$ cat src/rtl/i2c_stat_pkg.sv
package i2c_stat_pkg;
    typedef enum logic [2:0] {
        T_IDLE    = 3'd0,
        T_HI_WR   = 3'd1,
        T_ACT     = 3'd2,
        T_ACT_10W = 3'd3,
        T_ARMED   = 3'd4
    } tgt_state_e;

    typedef enum logic [1:0] {
        C_IDLE    = 2'd0,
        C_RUN     = 2'd1,
        C_TO_WAIT = 2'd2
    } ctl_state_e;

    localparam int ST_IDLE_BIT = 7;
    localparam int ST_TGT_BIT  = 6;
    localparam int ST_CTL_BIT  = 5;
    localparam int ST_DIR_BIT  = 4;
    localparam int ST_DAT_BIT  = 3;
endpackage

$ cat src/rtl/i2c_line_watch.sv
module i2c_line_watch #(
    parameter int SYNC_N    = 2,
    parameter int IDLE_UNIT = 8,
    parameter int SEL_W     = 2
) (
    input  logic             clk,
    input  logic             rst_n,
    input  logic             scl_in,
    input  logic             sda_in,
    input  logic [SEL_W-1:0] idle_sel,
    output logic             bus_start,
    output logic             bus_stop,
    output logic             bus_idle
);
    localparam int MAX_SH  = (1 << SEL_W) - 1;
    localparam int MAX_THR = IDLE_UNIT << MAX_SH;
    localparam int CNT_W   = $clog2(MAX_THR + 1);

    logic [SYNC_N-1:0] scl_ff, sda_ff;
    logic              s_scl, s_sda, scl_prev, sda_prev;
    logic [CNT_W-1:0]  hi_cnt, thr;

    always_ff @(posedge clk or negedge rst_n) begin
        if (!rst_n) begin
            scl_ff   <= '0;
            sda_ff   <= '0;
            scl_prev <= 1'b0;
            sda_prev <= 1'b0;
        end else begin
            scl_ff   <= {scl_ff[SYNC_N-2:0], scl_in};
            sda_ff   <= {sda_ff[SYNC_N-2:0], sda_in};
            scl_prev <= s_scl;
            sda_prev <= s_sda;
        end
    end

    assign s_scl = scl_ff[SYNC_N-1];
    assign s_sda = sda_ff[SYNC_N-1];

    assign bus_start = s_scl & scl_prev & sda_prev & ~s_sda;
    assign bus_stop  = s_scl & scl_prev & ~sda_prev & s_sda;

    always_ff @(posedge clk or negedge rst_n) begin
        if (!rst_n)
            hi_cnt <= '0;
        else if (s_scl & s_sda)
            hi_cnt <= (hi_cnt == CNT_W'(MAX_THR)) ? hi_cnt : hi_cnt + 1'b1;
        else
            hi_cnt <= '0;
    end

    assign thr      = CNT_W'(IDLE_UNIT) << idle_sel;
    assign bus_idle = (hi_cnt >= thr);

    // idle is only reported when the lines were high on the previous clock
    a_r2_idle_needs_high: assert property (@(posedge clk) disable iff (!rst_n)
        bus_idle |-> $past(s_scl & s_sda));
endmodule

$ cat src/rtl/i2c_target_track.sv
module i2c_target_track
    import i2c_stat_pkg::*;
(
    input  logic clk,
    input  logic rst_n,
    input  logic bus_start,
    input  logic bus_stop,
    input  logic m7_hit,
    input  logic m10_hi_hit,
    input  logic m10_lo_hit,
    input  logic hit_rw,
    input  logic bus_timeout,
    input  logic bus_collision,
    output logic tgt_act,
    output logic dir_rd
);
    tgt_state_e st, st_nxt;
    logic       dir_nxt;
    logic       kill;

    assign kill = bus_stop | bus_timeout | bus_collision;

    always_comb begin
        st_nxt  = st;
        dir_nxt = dir_rd;
        if (kill) begin
            st_nxt = T_IDLE;
        end else if (bus_start) begin
            unique case (st)
                T_ACT_10W, T_ARMED: st_nxt = T_ARMED;
                default:            st_nxt = T_IDLE;
            endcase
        end else if (m7_hit) begin
            st_nxt  = T_ACT;
            dir_nxt = hit_rw;
        end else if (m10_hi_hit && !hit_rw) begin
            st_nxt  = T_HI_WR;
            dir_nxt = 1'b0;
        end else if (m10_hi_hit && st == T_ARMED) begin
            st_nxt  = T_ACT;
            dir_nxt = 1'b1;
        end else if (m10_lo_hit && !m10_hi_hit && st == T_HI_WR) begin
            st_nxt  = T_ACT_10W;
            dir_nxt = 1'b0;
        end
    end

    always_ff @(posedge clk or negedge rst_n) begin
        if (!rst_n) begin
            st     <= T_IDLE;
            dir_rd <= 1'b0;
        end else begin
            st     <= st_nxt;
            dir_rd <= dir_nxt;
        end
    end

    always_comb begin
        unique case (st)
            T_ACT, T_ACT_10W: tgt_act = 1'b1;
            default:          tgt_act = 1'b0;
        endcase
    end

    // the target flag rises only after a hit that can qualify
    a_r5_rise_needs_hit: assert property (@(posedge clk) disable iff (!rst_n)
        $rose(tgt_act) |-> $past(m7_hit | m10_lo_hit | (m10_hi_hit & hit_rw)));
    // clear events always leave the target inactive
    a_r6_clear_events: assert property (@(posedge clk) disable iff (!rst_n)
        (bus_stop | bus_timeout | bus_collision | bus_start) |=> !tgt_act);
    // direction moves only after an address hit
    a_r9_dir_on_hit: assert property (@(posedge clk) disable iff (!rst_n)
        !$stable(dir_rd) |-> $past(m7_hit | m10_hi_hit | m10_lo_hit));
endmodule

$ cat src/rtl/i2c_ctrl_track.sv
module i2c_ctrl_track
    import i2c_stat_pkg::*;
(
    input  logic clk,
    input  logic rst_n,
    input  logic mst_start,
    input  logic mst_stop,
    input  logic bus_timeout,
    input  logic bus_collision,
    output logic ctl_act
);
    ctl_state_e st, st_nxt;

    always_comb begin
        st_nxt = st;
        if (bus_collision || mst_stop)
            st_nxt = C_IDLE;
        else if (mst_start)
            st_nxt = C_RUN;
        else if (bus_timeout && st == C_RUN)
            st_nxt = C_TO_WAIT;
    end

    always_ff @(posedge clk or negedge rst_n) begin
        if (!rst_n) st <= C_IDLE;
        else        st <= st_nxt;
    end

    always_comb begin
        unique case (st)
            C_RUN, C_TO_WAIT: ctl_act = 1'b1;
            default:          ctl_act = 1'b0;
        endcase
    end

    // collision always drops the controller flag
    a_r7_collision_drops: assert property (@(posedge clk) disable iff (!rst_n)
        bus_collision |=> !ctl_act);
    // the flag only falls on collision or an issued STOP, never on timeout alone
    a_r8_fall_cause: assert property (@(posedge clk) disable iff (!rst_n)
        $fell(ctl_act) |-> $past(bus_collision | mst_stop));
    // collision beats a same-cycle START
    a_r12_coll_over_start: assert property (@(posedge clk) disable iff (!rst_n)
        (bus_collision && mst_start) |=> !ctl_act);
endmodule

$ cat src/rtl/i2c_bus_status.sv
module i2c_bus_status
    import i2c_stat_pkg::*;
#(
    parameter int SYNC_N    = 2,
    parameter int IDLE_UNIT = 8,
    parameter int SEL_W     = 2
) (
    input  logic             clk,
    input  logic             rst_n,
    input  logic             scl_in,
    input  logic             sda_in,
    input  logic [SEL_W-1:0] idle_sel,
    input  logic             m7_hit,
    input  logic             m10_hi_hit,
    input  logic             m10_lo_hit,
    input  logic             hit_rw,
    input  logic             mst_start,
    input  logic             mst_stop,
    input  logic             xfer_done,
    input  logic             xfer_is_data,
    input  logic             bus_timeout,
    input  logic             bus_collision,
    output logic [7:0]       status
);
    logic bus_start, bus_stop, bus_idle;
    logic tgt_act, dir_rd, ctl_act;
    logic dat_flag;

    i2c_line_watch #(
        .SYNC_N(SYNC_N), .IDLE_UNIT(IDLE_UNIT), .SEL_W(SEL_W)
    ) u_lines (
        .clk(clk), .rst_n(rst_n), .scl_in(scl_in), .sda_in(sda_in),
        .idle_sel(idle_sel), .bus_start(bus_start), .bus_stop(bus_stop),
        .bus_idle(bus_idle)
    );

    i2c_target_track u_tgt (
        .clk(clk), .rst_n(rst_n), .bus_start(bus_start), .bus_stop(bus_stop),
        .m7_hit(m7_hit), .m10_hi_hit(m10_hi_hit), .m10_lo_hit(m10_lo_hit),
        .hit_rw(hit_rw), .bus_timeout(bus_timeout), .bus_collision(bus_collision),
        .tgt_act(tgt_act), .dir_rd(dir_rd)
    );

    i2c_ctrl_track u_ctl (
        .clk(clk), .rst_n(rst_n), .mst_start(mst_start), .mst_stop(mst_stop),
        .bus_timeout(bus_timeout), .bus_collision(bus_collision),
        .ctl_act(ctl_act)
    );

    always_ff @(posedge clk or negedge rst_n) begin
        if (!rst_n)         dat_flag <= 1'b0;
        else if (xfer_done) dat_flag <= xfer_is_data;
    end

    always_comb begin
        status              = 8'h00;
        status[ST_IDLE_BIT] = bus_idle;
        status[ST_TGT_BIT]  = tgt_act;
        status[ST_CTL_BIT]  = ctl_act;
        status[ST_DIR_BIT]  = dir_rd;
        status[ST_DAT_BIT]  = dat_flag;
    end

    // the data flag changes only after a completed byte
    a_r10_data_on_xfer: assert property (@(posedge clk) disable iff (!rst_n)
        !$stable(dat_flag) |-> $past(xfer_done));
    // unused status bits stay zero
    a_r11_low_bits_zero: assert property (@(posedge clk) disable iff (!rst_n)
        status[2:0] == 3'b000);
endmodule

$ cat config.mk
export PLATFORM = sky130hd
export DESIGN_NAME = i2c_bus_status
export DESIGN_NICKNAME = d
export VERILOG_FILES = /design/src/rtl/i2c_stat_pkg.sv /design/src/rtl/i2c_line_watch.sv /design/src/rtl/i2c_target_track.sv /design/src/rtl/i2c_ctrl_track.sv /design/src/rtl/i2c_bus_status.sv
export SDC_FILE = /design/constraint.sdc
export NUM_CORES = 1
export LEC_CHECK = 0
export BUFFER_PORTS_ARGS = -buffer_cell sky130_fd_sc_hd__clkbuf_2
export CAP_MARGIN = 20
export CORE_ASPECT_RATIO = 1.1
export CORE_MARGIN = 2
export CORE_UTILIZATION = 55
export CTS_BUF_LIST = sky130_fd_sc_hd__clkbuf_2
export CTS_CLUSTER_SIZE = 25
export DETAILED_ROUTE_END_ITERATION = 8
export PLACE_DENSITY = 0.76
export SETUP_SLACK_MARGIN = 0.15
export SLEW_MARGIN = 20
export SYNTH_ARGS = -nofsm -noshare
export SYNTH_HDL_FRONTEND = slang
export SYNTH_HIERARCHICAL = 1
export SYNTH_SLANG_ARGS = --single-unit
$ cat constraint.sdc
create_clock -name clk -period 2.1 [get_ports clk]
set_input_delay 0.315 -clock clk [delete_from_list [all_inputs] [get_ports clk]]
set_output_delay 0.315 -clock clk [all_outputs]
set_load 0.01 [all_outputs]
==> impl_metrics.csv <==
group,metric,value,unit
floorplan,row_count,17,
synthesis,synth_edf_count,0,
worst_hold_path,hold_path.class,"in -> reg",
timing,finClkSkew,0.004184,ns
critical_path,critPathTopFamily,"flip-flops",
timing,setup_tns,0,ns
place,place_area,1222,sq um
synthesis,synthXorXnorAreaFrac,2.320,%
synthesis,syn-instance-count,110,
critical_path,cpMaxStageDelayCell,"dfrtp_2",
grt,grt_pass1_wl,3401,um
grt,grt_pass1_vias,847,
layout,n_antenna_cell,0,
critical_path,worstSetupEndpointType,"output port",
floorplan,die_h,51.59,um
detailed_routing,num_vias,885,
place,portBuffers,20,
synthesis,yosys.area_share.adder,7.735,%
outcome,outcome,"finished, final reports clean",
timing,min_period,1.875,ns
place,gp_congestion,0.8382,
floorplan,die_w,47.26,um
floorplan,start_util,57.24,%
synthesis,seq_area_frac_synth,44.20,%
synthesis,ys_seq_elements,20,
detailed_routing,vias_per_cell,5.497,
detailed_routing,dr.pass1.iters,4,
critical_path,path_class,"reg -> out",
synthesis,yosysTopAreaCellShare,44.20,%
timing,setup_viol,0,
detailed_routing,post_drt_wl_per_cell,12.76,um
detailed_routing,ant_nets,0,
critical_path,cp.required,1.78,ns
clock_network,cts_buffers,3,
layout,final_nets,157,
synthesis,synth_most_common_cell,"dfrtp_1",
pwr,leakage,0.0005862,uW
synthesis,yosys-top-cells-count,"20 x dfrtp_1, 9 x a21oi_1, 8 x buf_4, 8 x inv_1, 7 x ha_1",
critical_path,path_cells,"ha_4, o21a_1, o211ai_1, nand2_1, buf_2",
clock_network,cts_sinks,20,
synthesis,yosys.cell_types.count,39,
synthesis,synth-simple-area-share,20.99,%
job,cap_violations,0,
critical_path,critPathMaxFanout,3,
critical_path,worst-path-buf-inv,1,
clock_network,cts.clk_slew.worst_paths,0.18,ns
timing,finalHoldViolations,0,
detailed_routing,drc_errors,0,
synthesis,synth_area_leader_cell,"dfrtp_1",
timing,rsz0062_at_grt,"true",
clock_network,cts_max_level,1,
grt,grt_use_total,19.45,%
synthesis,synthFlopType,"dfrtp_1",
floorplan,boundaryPins,24,
detailed_routing,drt_iter0_drc,22,
grt,antenna_found_initial,0,
timing,final.period_utilization,89.28,%
synthesis,synth_warnings,6,
floorplan,core_area,1978,sq um
timing,slew_viol_final,0,
grt,grt_overflow,0,
critical_path,crit_path_start_kind,"flip-flop",
pwr,vdd_drop_max,0.3465,mV
timing,hold_ws,0.08982,ns
layout,final_area,1301,sq um
clock_network,clk_latency,0.31,ns
synthesis,synth_area,1132,sq um
synthesis,synth_mux_area_share,1.326,%
grt,grt_max_degree,21,
detailed_routing,drt_wl_total,2055,um
synthesis,synth_top_family_by_area,"simple AND/OR/NAND/NOR gates",
place,dp_hpwl,1503,um
synthesis,synth-async-reset-ratio,100.0,%
layout,final_util,65.78,%
pwr,power,660.5,uW
clock_network,clock_path_buffers,2,
floorplan,dieArea,2438,sq um
timing,fmaxAchievable,533.4,MHz
synthesis,syn_avg_cell_area,10.29,sq um
pwr,powerDensity,507.6,nW/um^2
critical_path,crit_arrival,1.56,ns
synthesis,ys_top_cells_by_area,"dfrtp_1 44%, ha_1 7.7%, buf_4 5.3%, a21oi_1 4.0%, inv_1 2.7%",
layout,area_growth,14.92,%
layout,drive_gt1_share,30.08,%
synthesis,synth_compound_area_share,15.14,%
clock_network,cts_root_buffer,"clkbuf_2",
clock_network,cts_tree,"yes",
critical_path,critical_path.max_stage_delay,0.47,ns
## placed cells by master, fill, tap and decap left out, drive strengths merged, types with 2 or more instances in the layout
master / synthesis / layout
nor4: 2 / 2
nand2: 5 / 5
nor3: 4 / 4
conb: 1 / 3
o31a: 2 / 2
o21ai: 5 / 5
clkbuf: 0 / 22
nor3b: 3 / 3
nand3: 4 / 4
buf: 8 / 5
inv: 8 / 8
a21oi: 9 / 9
nand2b: 3 / 3
nor2: 5 / 5
nand3b: 2 / 2
ha: 7 / 7
or3: 2 / 2
dfrtp: 20 / 20
xor2: 2 / 2
o21a: 2 / 2
## cell type report
| class | count | area [sq um] |
|---|---|---|
| Timing Repair Buffer | 25 | 140.1 |
| Clock buffer | 3 | 15.01 |
| Multi-Input combinational cell | 76 | 574.3 |
| Tap cell | 28 | 35.03 |
| Sequential cell | 20 | 503.0 |
| Inverter | 8 | 30.03 |
| Fill cell | 165 | 676.9 |
| Clock inverter | 1 | 3.754 |
## path summary, 6_finish.rpt
check | start | end | slack, ns | depth (start not counted)
worst min register to register | u_lines/sda_ff[0] | u_lines/sda_ff[1] | 0.38 | 0
min in group asynchronous | rst_n | u_lines/hi_cnt[6] | 0.46 | 2
worst max-delay path | u_lines/hi_cnt[3] | status[7] | 0.23 | 5
worst min-delay path | sda_in | u_lines/sda_ff[0] | 0.09 | 1
worst max register to register | u_lines/scl_ff[1] | u_tgt/dir_rd | 0.51 | 6
max in group asynchronous | rst_n | u_lines/hi_cnt[3] | 1.30 | 2
## logic make-up after synthesis
kind of cell,Yosys count
AO/OA/AOI/OAI,25
buffers and inverters,16
XOR/XNOR,3
adder cells (fa/ha/maj),7
flip-flops,20
multiplexers,1
AND/OR/NAND/NOR,37
other,1
## metrics by stage
| stage | std cells | worst slack, ns |
|---|---|---|
| 2_1_floorplan | 112 | 0.4348 |
| 3_3_place_gp | 153 | 0.3234 |
| 3_5_place_dp | 153 | 0.2897 |
| 4_1_cts | 158 | 0.1548 |
| 5_1_grt | 161 | 0.1324 |
| 6_report | 161 | 0.2252 |
## worst reg2reg max path: stages, from the launching register on
cell and delay, ns:
dfrtp_1 0.43, nand2_1 0.23, nor3b_1 0.12, nor4_1 0.27, buf_4 0.18, o31a_1 0.14, o221ai_1 0.11
## state kept, by name, indices dropped and copies added (netlist names), 2 cells and up
register        count
u_tgt/st            3
u_ctl/st            2
u_lines/hi_cnt      7
u_lines/scl_ff      2
u_lines/sda_ff      2
## per-layer routing
| metal | global-route usage, % | share of wire (%) | vias to the layer above |
|---|---|---|---|
| li1 | - | - | 434 |
| met4 | 8.333 | 0.68 | 0 |
| met3 | 4.167 | 4.0 | 2 |
| met5 | 0 | 0 | - |
| met1 | 26.98 | 44 | 423 |
| met2 | 28.83 | 51 | 26 |
## where the power goes
part           switching [uW]  total (uW)  internal (uW)  leakage (uW)
Clock                     116         157           41.4     0.0000140
Combinational            51.2        94.7           43.4      0.000319
Sequential               9.71         409            399      0.000253
## timing repair
| item | in CTS | in global routing |
|---|---|---|
| resized for setup | 1 | 4 |
| hold buffers | 1 | 0 |
| endpoints found under the hold margin | 20 | 0 |
| setup buffers | 0 | 3 |
| endpoints found under the setup margin | 1 | 1 |
| pin swaps | 0 | 4 |
Note: power is estimated with default switching activity, not from simulation.
